File: config.mk
export PLATFORM = sky130hd
export DESIGN_NAME = addr_seq_decoder
export DESIGN_NICKNAME = d
export VERILOG_FILES = /design/src/rtl/seqcmd_pkg.sv /design/src/rtl/seqcmd_sync.sv /design/src/rtl/seqcmd_access.sv /design/src/rtl/seqcmd_match.sv /design/src/rtl/addr_seq_decoder.sv
export SDC_FILE = /design/constraint.sdc
export NUM_CORES = 1
export LEC_CHECK = 0
export BUFFER_PORTS_ARGS = -buffer_cell sky130_fd_sc_hd__buf_2
export CAP_MARGIN = 20
export CORE_ASPECT_RATIO = 2
export CORE_UTILIZATION = 55
export CTS_CLUSTER_SIZE = 25
export DETAILED_ROUTE_END_ITERATION = 7
export GPL_TIMING_DRIVEN = 0
export HOLD_SLACK_MARGIN = 0.12
export PLACE_DENSITY = 0.78
export SLEW_MARGIN = 15
export SYNTH_ARGS = -nofsm -noshare
export SYNTH_HDL_FRONTEND = slang
export SYNTH_SLANG_ARGS = --single-unit
File: constraint.sdc
create_clock -name clk -period 2 [get_ports clk]
set_clock_uncertainty 0.1 [all_clocks]
set_input_delay 0.6 -clock clk [delete_from_list [all_inputs] [get_ports clk]]
set_output_delay 0.6 -clock clk [all_outputs]
set_load 0.01 [all_outputs]
File: src/rtl/seqcmd_pkg.sv
package seqcmd_pkg;
  localparam int KEY_W      = 16;
  localparam int PREFIX_LEN = 5;
  localparam int NUM_CMD    = 4;

  typedef enum logic [1:0] {
    OP_STORE  = 2'd0,
    OP_RECALL = 2'd1,
    OP_ASOFF  = 2'd2,
    OP_ASON   = 2'd3
  } op_e;

  // one completed host access, as seen in the clock domain
  typedef struct packed {
    logic             valid;
    logic             wr;
    logic [KEY_W-1:0] key;
  } access_t;

  function automatic logic [KEY_W-1:0] prefix_key(input int idx);
    case (idx)
      0:       prefix_key = 16'h4E38;
      1:       prefix_key = 16'hB1C7;
      2:       prefix_key = 16'h83E0;
      3:       prefix_key = 16'h7C1F;
      default: prefix_key = 16'h703F;
    endcase
  endfunction

  function automatic logic [KEY_W-1:0] op_key(input int idx);
    case (idx)
      0:       op_key = 16'h8FC0;
      1:       op_key = 16'h4C63;
      2:       op_key = 16'h8B45;
      default: op_key = 16'h4B46;
    endcase
  endfunction
endpackage

File: src/rtl/seqcmd_sync.sv
module seqcmd_sync #(
  parameter int             W       = 1,
  parameter int             STAGES  = 2,
  parameter logic [W-1:0]   RST_VAL = '0
) (
  input  logic         clk,
  input  logic         rst,
  input  logic [W-1:0] d,
  output logic [W-1:0] q
);
  logic [W-1:0] chain [STAGES];

  genvar s;
  generate
    for (s = 0; s < STAGES; s++) begin : g_stage
      if (s == 0) begin : g_first
        always_ff @(posedge clk) begin
          if (rst) chain[s] <= RST_VAL;
          else     chain[s] <= d;
        end
      end else begin : g_next
        always_ff @(posedge clk) begin
          if (rst) chain[s] <= RST_VAL;
          else     chain[s] <= chain[s-1];
        end
      end
    end
  endgenerate

  assign q = chain[STAGES-1];
endmodule

File: src/rtl/seqcmd_access.sv
module seqcmd_access
  import seqcmd_pkg::*;
(
  input  logic             clk,
  input  logic             rst,
  input  logic             ce_s,
  input  logic             oe_s,
  input  logic             we_s,
  input  logic [KEY_W-1:0] key_s,
  output access_t          ev
);
  logic             ce_d, oe_d, open_q, wr_q;
  logic [KEY_W-1:0] key_q;
  logic             ce_fall, ce_rise, oe_fall, oe_rise, close;

  always_comb begin
    ce_fall = ce_d & ~ce_s;
    ce_rise = ~ce_d & ce_s;
    oe_fall = oe_d & ~oe_s & ~ce_s;
    oe_rise = ~oe_d & oe_s & ~ce_s;
    close   = open_q & (ce_rise | oe_rise);
  end

  always_ff @(posedge clk) begin
    if (rst) begin
      ce_d   <= 1'b1;
      oe_d   <= 1'b1;
      open_q <= 1'b0;
      wr_q   <= 1'b0;
      key_q  <= '0;
      ev     <= '0;
    end else begin
      ce_d     <= ce_s;
      oe_d     <= oe_s;
      ev.valid <= close;
      ev.wr    <= wr_q | (~ce_s & ~we_s);
      ev.key   <= key_q;
      if (close) begin
        open_q <= 1'b0;
        wr_q   <= 1'b0;
      end else begin
        if (ce_fall | oe_fall) open_q <= 1'b1;
        if (~ce_s & ~we_s)     wr_q   <= 1'b1;
      end
      if (~ce_s) key_q <= key_s;
    end
  end

  // each access is reported once; a new one must open first
  assert_single_event_R7: assert property (@(posedge clk) disable iff (rst)
    ev.valid |=> !ev.valid);
endmodule

File: src/rtl/seqcmd_match.sv
module seqcmd_match
  import seqcmd_pkg::*;
(
  input  logic               clk,
  input  logic               rst,
  input  logic               busy,
  input  access_t            ev,
  output logic [NUM_CMD-1:0] cmd
);
  localparam int STEP_W = $clog2(PREFIX_LEN + 1);
  localparam logic [STEP_W-1:0] LAST_STEP = STEP_W'(PREFIX_LEN);

  logic [STEP_W-1:0]  step_q;
  logic [NUM_CMD-1:0] hit;
  logic               pre_hit, first_hit, at_last;

  genvar g;
  generate
    for (g = 0; g < NUM_CMD; g++) begin : g_hit
      assign hit[g] = (ev.key == op_key(g));
    end
  endgenerate

  always_comb begin
    pre_hit = 1'b0;
    for (int i = 0; i < PREFIX_LEN; i++) begin
      if (step_q == STEP_W'(i) && ev.key == prefix_key(i)) pre_hit = 1'b1;
    end
    first_hit = (ev.key == prefix_key(0));
    at_last   = (step_q == LAST_STEP);
  end

  always_ff @(posedge clk) begin
    if (rst) begin
      step_q <= '0;
      cmd    <= '0;
    end else begin
      cmd <= '0;
      if (ev.valid) begin
        if (ev.wr) begin
          step_q <= '0;
        end else if (at_last && (|hit)) begin
          step_q <= '0;
          if (!busy) cmd <= hit;
        end else if (!at_last && pre_hit) begin
          step_q <= step_q + STEP_W'(1);
        end else begin
          step_q <= first_hit ? STEP_W'(1) : '0;
        end
      end
    end
  end

  assert_onehot_R9: assert property (@(posedge clk) disable iff (rst)
    $onehot0(cmd));
  assert_pulse_one_cycle_R9: assert property (@(posedge clk) disable iff (rst)
    (|cmd) |=> (cmd == '0));
  assert_busy_blocks_R8: assert property (@(posedge clk) disable iff (rst)
    busy |=> (cmd == '0));
  assert_write_aborts_R5: assert property (@(posedge clk) disable iff (rst)
    (ev.valid && ev.wr) |=> (cmd == '0 && step_q == '0));
  assert_cmd_has_cause_R2: assert property (@(posedge clk) disable iff (rst)
    (|cmd) |-> $past(ev.valid));
  assert_step_range_R6: assert property (@(posedge clk) disable iff (rst)
    step_q <= LAST_STEP);
endmodule

File: src/rtl/addr_seq_decoder.sv
module addr_seq_decoder
  import seqcmd_pkg::*;
#(
  parameter int ADDR_W      = 19,
  parameter int SYNC_STAGES = 2
) (
  input  logic              clk,
  input  logic              rst,
  input  logic              host_ce_n,
  input  logic              host_oe_n,
  input  logic              host_we_n,
  input  logic [ADDR_W-1:0] host_addr,
  input  logic              ctrl_busy,
  output logic              cmd_store,
  output logic              cmd_recall,
  output logic              cmd_autosave_off,
  output logic              cmd_autosave_on
);
  logic [2:0]         strobes_s;
  logic [KEY_W-1:0]   key_s;
  access_t            ev;
  logic [NUM_CMD-1:0] cmd;

  // upper address bits never take part in matching
  generate
    if (ADDR_W > KEY_W) begin : g_hi
      logic unused_hi;
      assign unused_hi = ^host_addr[ADDR_W-1:KEY_W];
    end
  endgenerate

  seqcmd_sync #(.W(3), .STAGES(SYNC_STAGES), .RST_VAL(3'b111)) u_sync_ctl (
    .clk(clk), .rst(rst),
    .d({host_ce_n, host_oe_n, host_we_n}),
    .q(strobes_s)
  );

  seqcmd_sync #(.W(KEY_W), .STAGES(SYNC_STAGES), .RST_VAL('0)) u_sync_key (
    .clk(clk), .rst(rst),
    .d(host_addr[KEY_W-1:0]),
    .q(key_s)
  );

  seqcmd_access u_access (
    .clk(clk), .rst(rst),
    .ce_s(strobes_s[2]), .oe_s(strobes_s[1]), .we_s(strobes_s[0]),
    .key_s(key_s),
    .ev(ev)
  );

  seqcmd_match u_match (
    .clk(clk), .rst(rst), .busy(ctrl_busy), .ev(ev), .cmd(cmd)
  );

  assign cmd_store        = cmd[OP_STORE];
  assign cmd_recall       = cmd[OP_RECALL];
  assign cmd_autosave_off = cmd[OP_ASOFF];
  assign cmd_autosave_on  = cmd[OP_ASON];

  initial begin
    assert_addr_width_R4: assert (ADDR_W >= KEY_W && SYNC_STAGES >= 2);
  end
endmodule

==> out/results.ini <==
[sta]
min_period_ps=1804
setup_violations=0
worst_slack_ps=195.6
hold_ws_ps=311.2
rsz0062_at_grt=false
maxSlewViolCount=0
slew_headroom_pct=65.12
tns_ps=0
max_freq_mhz=554.2
tightest_slew_ps=523.2
final-hold-violation-count=0
fin_crit_sh_pct=90.22

[cells_and_area]
synthToLayoutAreaGrowth_pct=13.23
antenna-diode-count=0
fill_cells=419
layout-drive-gt1-share_pct=17.05
nets=330
final_area_um2=3191

[synth]
ys.flop_type=dfxtp_1
syn_inst=264
seq_area_frac_synth_pct=58.97
synth_fp_nets=294
ys_types=37
synth_seq_cells=83
avgSynthCellArea_um2=10.67
synth_edf_count=0
async_flop_share_pct=0
netlist_area_um2=2818
ys_warn_count=0

[setup_path]
critPathLaunch=u_access.ev[1]
max_stage_delay_ps=410
r2r_cells=5
crit_fanout=5
reg2reg_slack_ps=200
arrival_ps=1970
crit_buf_inv=0
r2r-start=u_access.ev[1]
crit_path_end_kind=flip-flop
cp_top_family=simple AND/OR/NAND/NOR gates
cp.depth=5
r2r_end=u_match.step_q[2]
start_kind=flip-flop
cp-endpoint=u_match.step_q[2]
cp_cell_sequence=nor4b_1, nand2_1, or3b_1, a41o_1, o21ai_1
required_ps=2170
slowest_stage=nor4b_1
crit_type=flip-flop to flip-flop

[detailed_routing]
vias=1847
wl_per_cell_um=12.44
dr.pass1.iters=4
drc=0
ant_nets=0
via_per_inst=5.102
routed_wl_mm=4.504
drtIter0Drc=32

[global_route]
grt_pass1_vias=1739
track_usage_pct=19.44
grt_max_degree=16
antenna_found_initial=0
grt_pass1_wl_mm=7.327
grt.overflow.total=0

[pwr]
power_density_nw_per_um2=893.4
total_leakage_power_nw=1.384
ir_worst_vdd_mv=0.8497

[min_path]
hold-path-cell-count=1
min_from=u_sync_ctl.chain[0][1]
hp-class=flip-flop to flip-flop

[clock_tree]
htree_levels=3
cts_hold_buf=0
post_cts_buffers=0
cts_resized=0
clkLatencyLatePin_ps=340
clkTransAtPathRegs_ps=80
cts_buffers=9
cts_tree=done
clock_path_buffers=2
clkSinkCount=83
root_buffer=clkbuf_8

[floorplanning]
core_um2=4910
rows=36
start_util_pct=57.39
die-area_um2=5430
die_y_um=103.2
fp.dieW_um=52.61
pin_count=29

[placed_design]
numPortBuffers=25
dp_hpwl_mm=3.448
post-place-ws_ps=-103.3
place_area_um2=3014
place_congestion=0.8940

[outcome]
run_status=finished, final reports clean

[flow_run]
max-cap-violations=0

==> sequential cells by signal, indices dropped and copies added (netlist names), 3 cells and up <==
register / cells
u_access.key_q: 16
u_access.ev: 18
u_match.cmd: 4
u_match.step_q: 3
u_sync_ctl.chain: 6
u_sync_key.chain: 32
==> synth_stat cells (all sizes together) (3+ instances only) <==
| library cell | n | area (um2) |
|---|---|---|
| nand3 | 3 | 15.01 |
| nor2 | 24 | 90.09 |
| ha | 5 | 62.56 |
| a31oi | 4 | 25.02 |
| mux2i | 17 | 170.2 |
| clkbuf | 6 | 22.52 |
| buf | 4 | 17.52 |
| nor4b | 4 | 41.29 |
| nand4 | 4 | 25.02 |
| and3 | 4 | 25.02 |
| and3b | 3 | 26.28 |
| inv | 7 | 26.28 |
| nor2b | 54 | 337.8 |
| o21ai | 4 | 20.02 |
| nand2 | 9 | 33.78 |
| dfxtp | 83 | 1662 |
| or2 | 9 | 56.31 |
==> metrics by stage <==
step	util [%]	cells	total power (W)
6_report	64.98	362	0.002851
5_1_grt	64.98	362	0.002963
4_1_cts	64.98	362	0.002881
3_5_place_dp	61.39	346	0.001851
3_3_place_gp	61.39	346	0.001846
2_1_floorplan	-	264	0.001810
==> cell families after synthesis <==
family / share of synthesized area, %
AOI/OAI and AO/OA: 3.907
adders and majority gates: 2.220
buffers and inverters: 2.354
DFF: 58.97
muxes: 6.039
and+or+nand+nor: 26.51
==> worst reg2reg max path, cell delays in order (launching register included) <==
cell	delay, ps
dfxtp_1	350
nor4b_1	410
nand2_1	170
or3b_1	380
a41o_1	210
o21ai_1	120
==> worst min path at each step <==
stage	to	slack (ps)
after detailed placement	u_sync_ctl.chain[1][1]	290
after floorplan	u_sync_ctl.chain[1][0]	290
after CTS	u_sync_ctl.chain[1][1]	310
final	u_sync_ctl.chain[1][1]	310
after global routing	u_sync_ctl.chain[0][1]	330
after global placement	u_sync_ctl.chain[1][1]	290
==> area by class of cell <==
| type | count | area [um2] | share of cell area (%) |
|---|---|---|---|
| clock buffers | 9 | 123.9 | 3.882 |
| multi-input cells | 164 | 1090 | 34.16 |
| flip-flops and latches | 83 | 1662 | 52.08 |
| plain buffers | 10 | 40.04 | 1.255 |
| clock inverters | 7 | 52.55 | 1.647 |
| well taps | 57 | 71.32 | 2.235 |
| inverters | 7 | 26.28 | 0.8235 |
| repair buffers | 25 | 125.1 | 3.922 |
==> per-layer routing <==
layer	track usage (%)	part of all wire (%)	up-vias	wire length, um
met1	15.98	37	835	1670
met2	36.61	55	49	2464
li1	-	-	945	-
met4	16.19	5.3	0	238
met5	0	0	-	0
met3	4.094	2.9	18	131
==> placed cells by master, fill, tap and decap left out, drive strengths merged <==
master,count
nor3b,2
inv,9
nand3,3
dfxtp,83
o21ai,4
a31oi,4
and4bb,2
and3,4
a2111o,1
clkbuf,15
and3b,3
nor4,1
mux2i,17
and2b,1
a21oi,1
a211oi,2
nor4bb,1
buf,29
nor4b,4
ha,5
o32ai,1
or3b,1
nor2b,54
nand2,9
nor2,24
a41o,1
nand4,4
o21a,1
a21o,1
and2,1
clkinv,5
nor3,2
or2,9
nand3b,1
==> power by group <==
part / switching [W] / internal, W
registers: 0.0000135 / 0.00170
clock network: 0.000580 / 0.000461
logic: 0.0000504 / 0.0000503
total: 0.000644 / 0.00221
(Power assumes the default switching activity.)
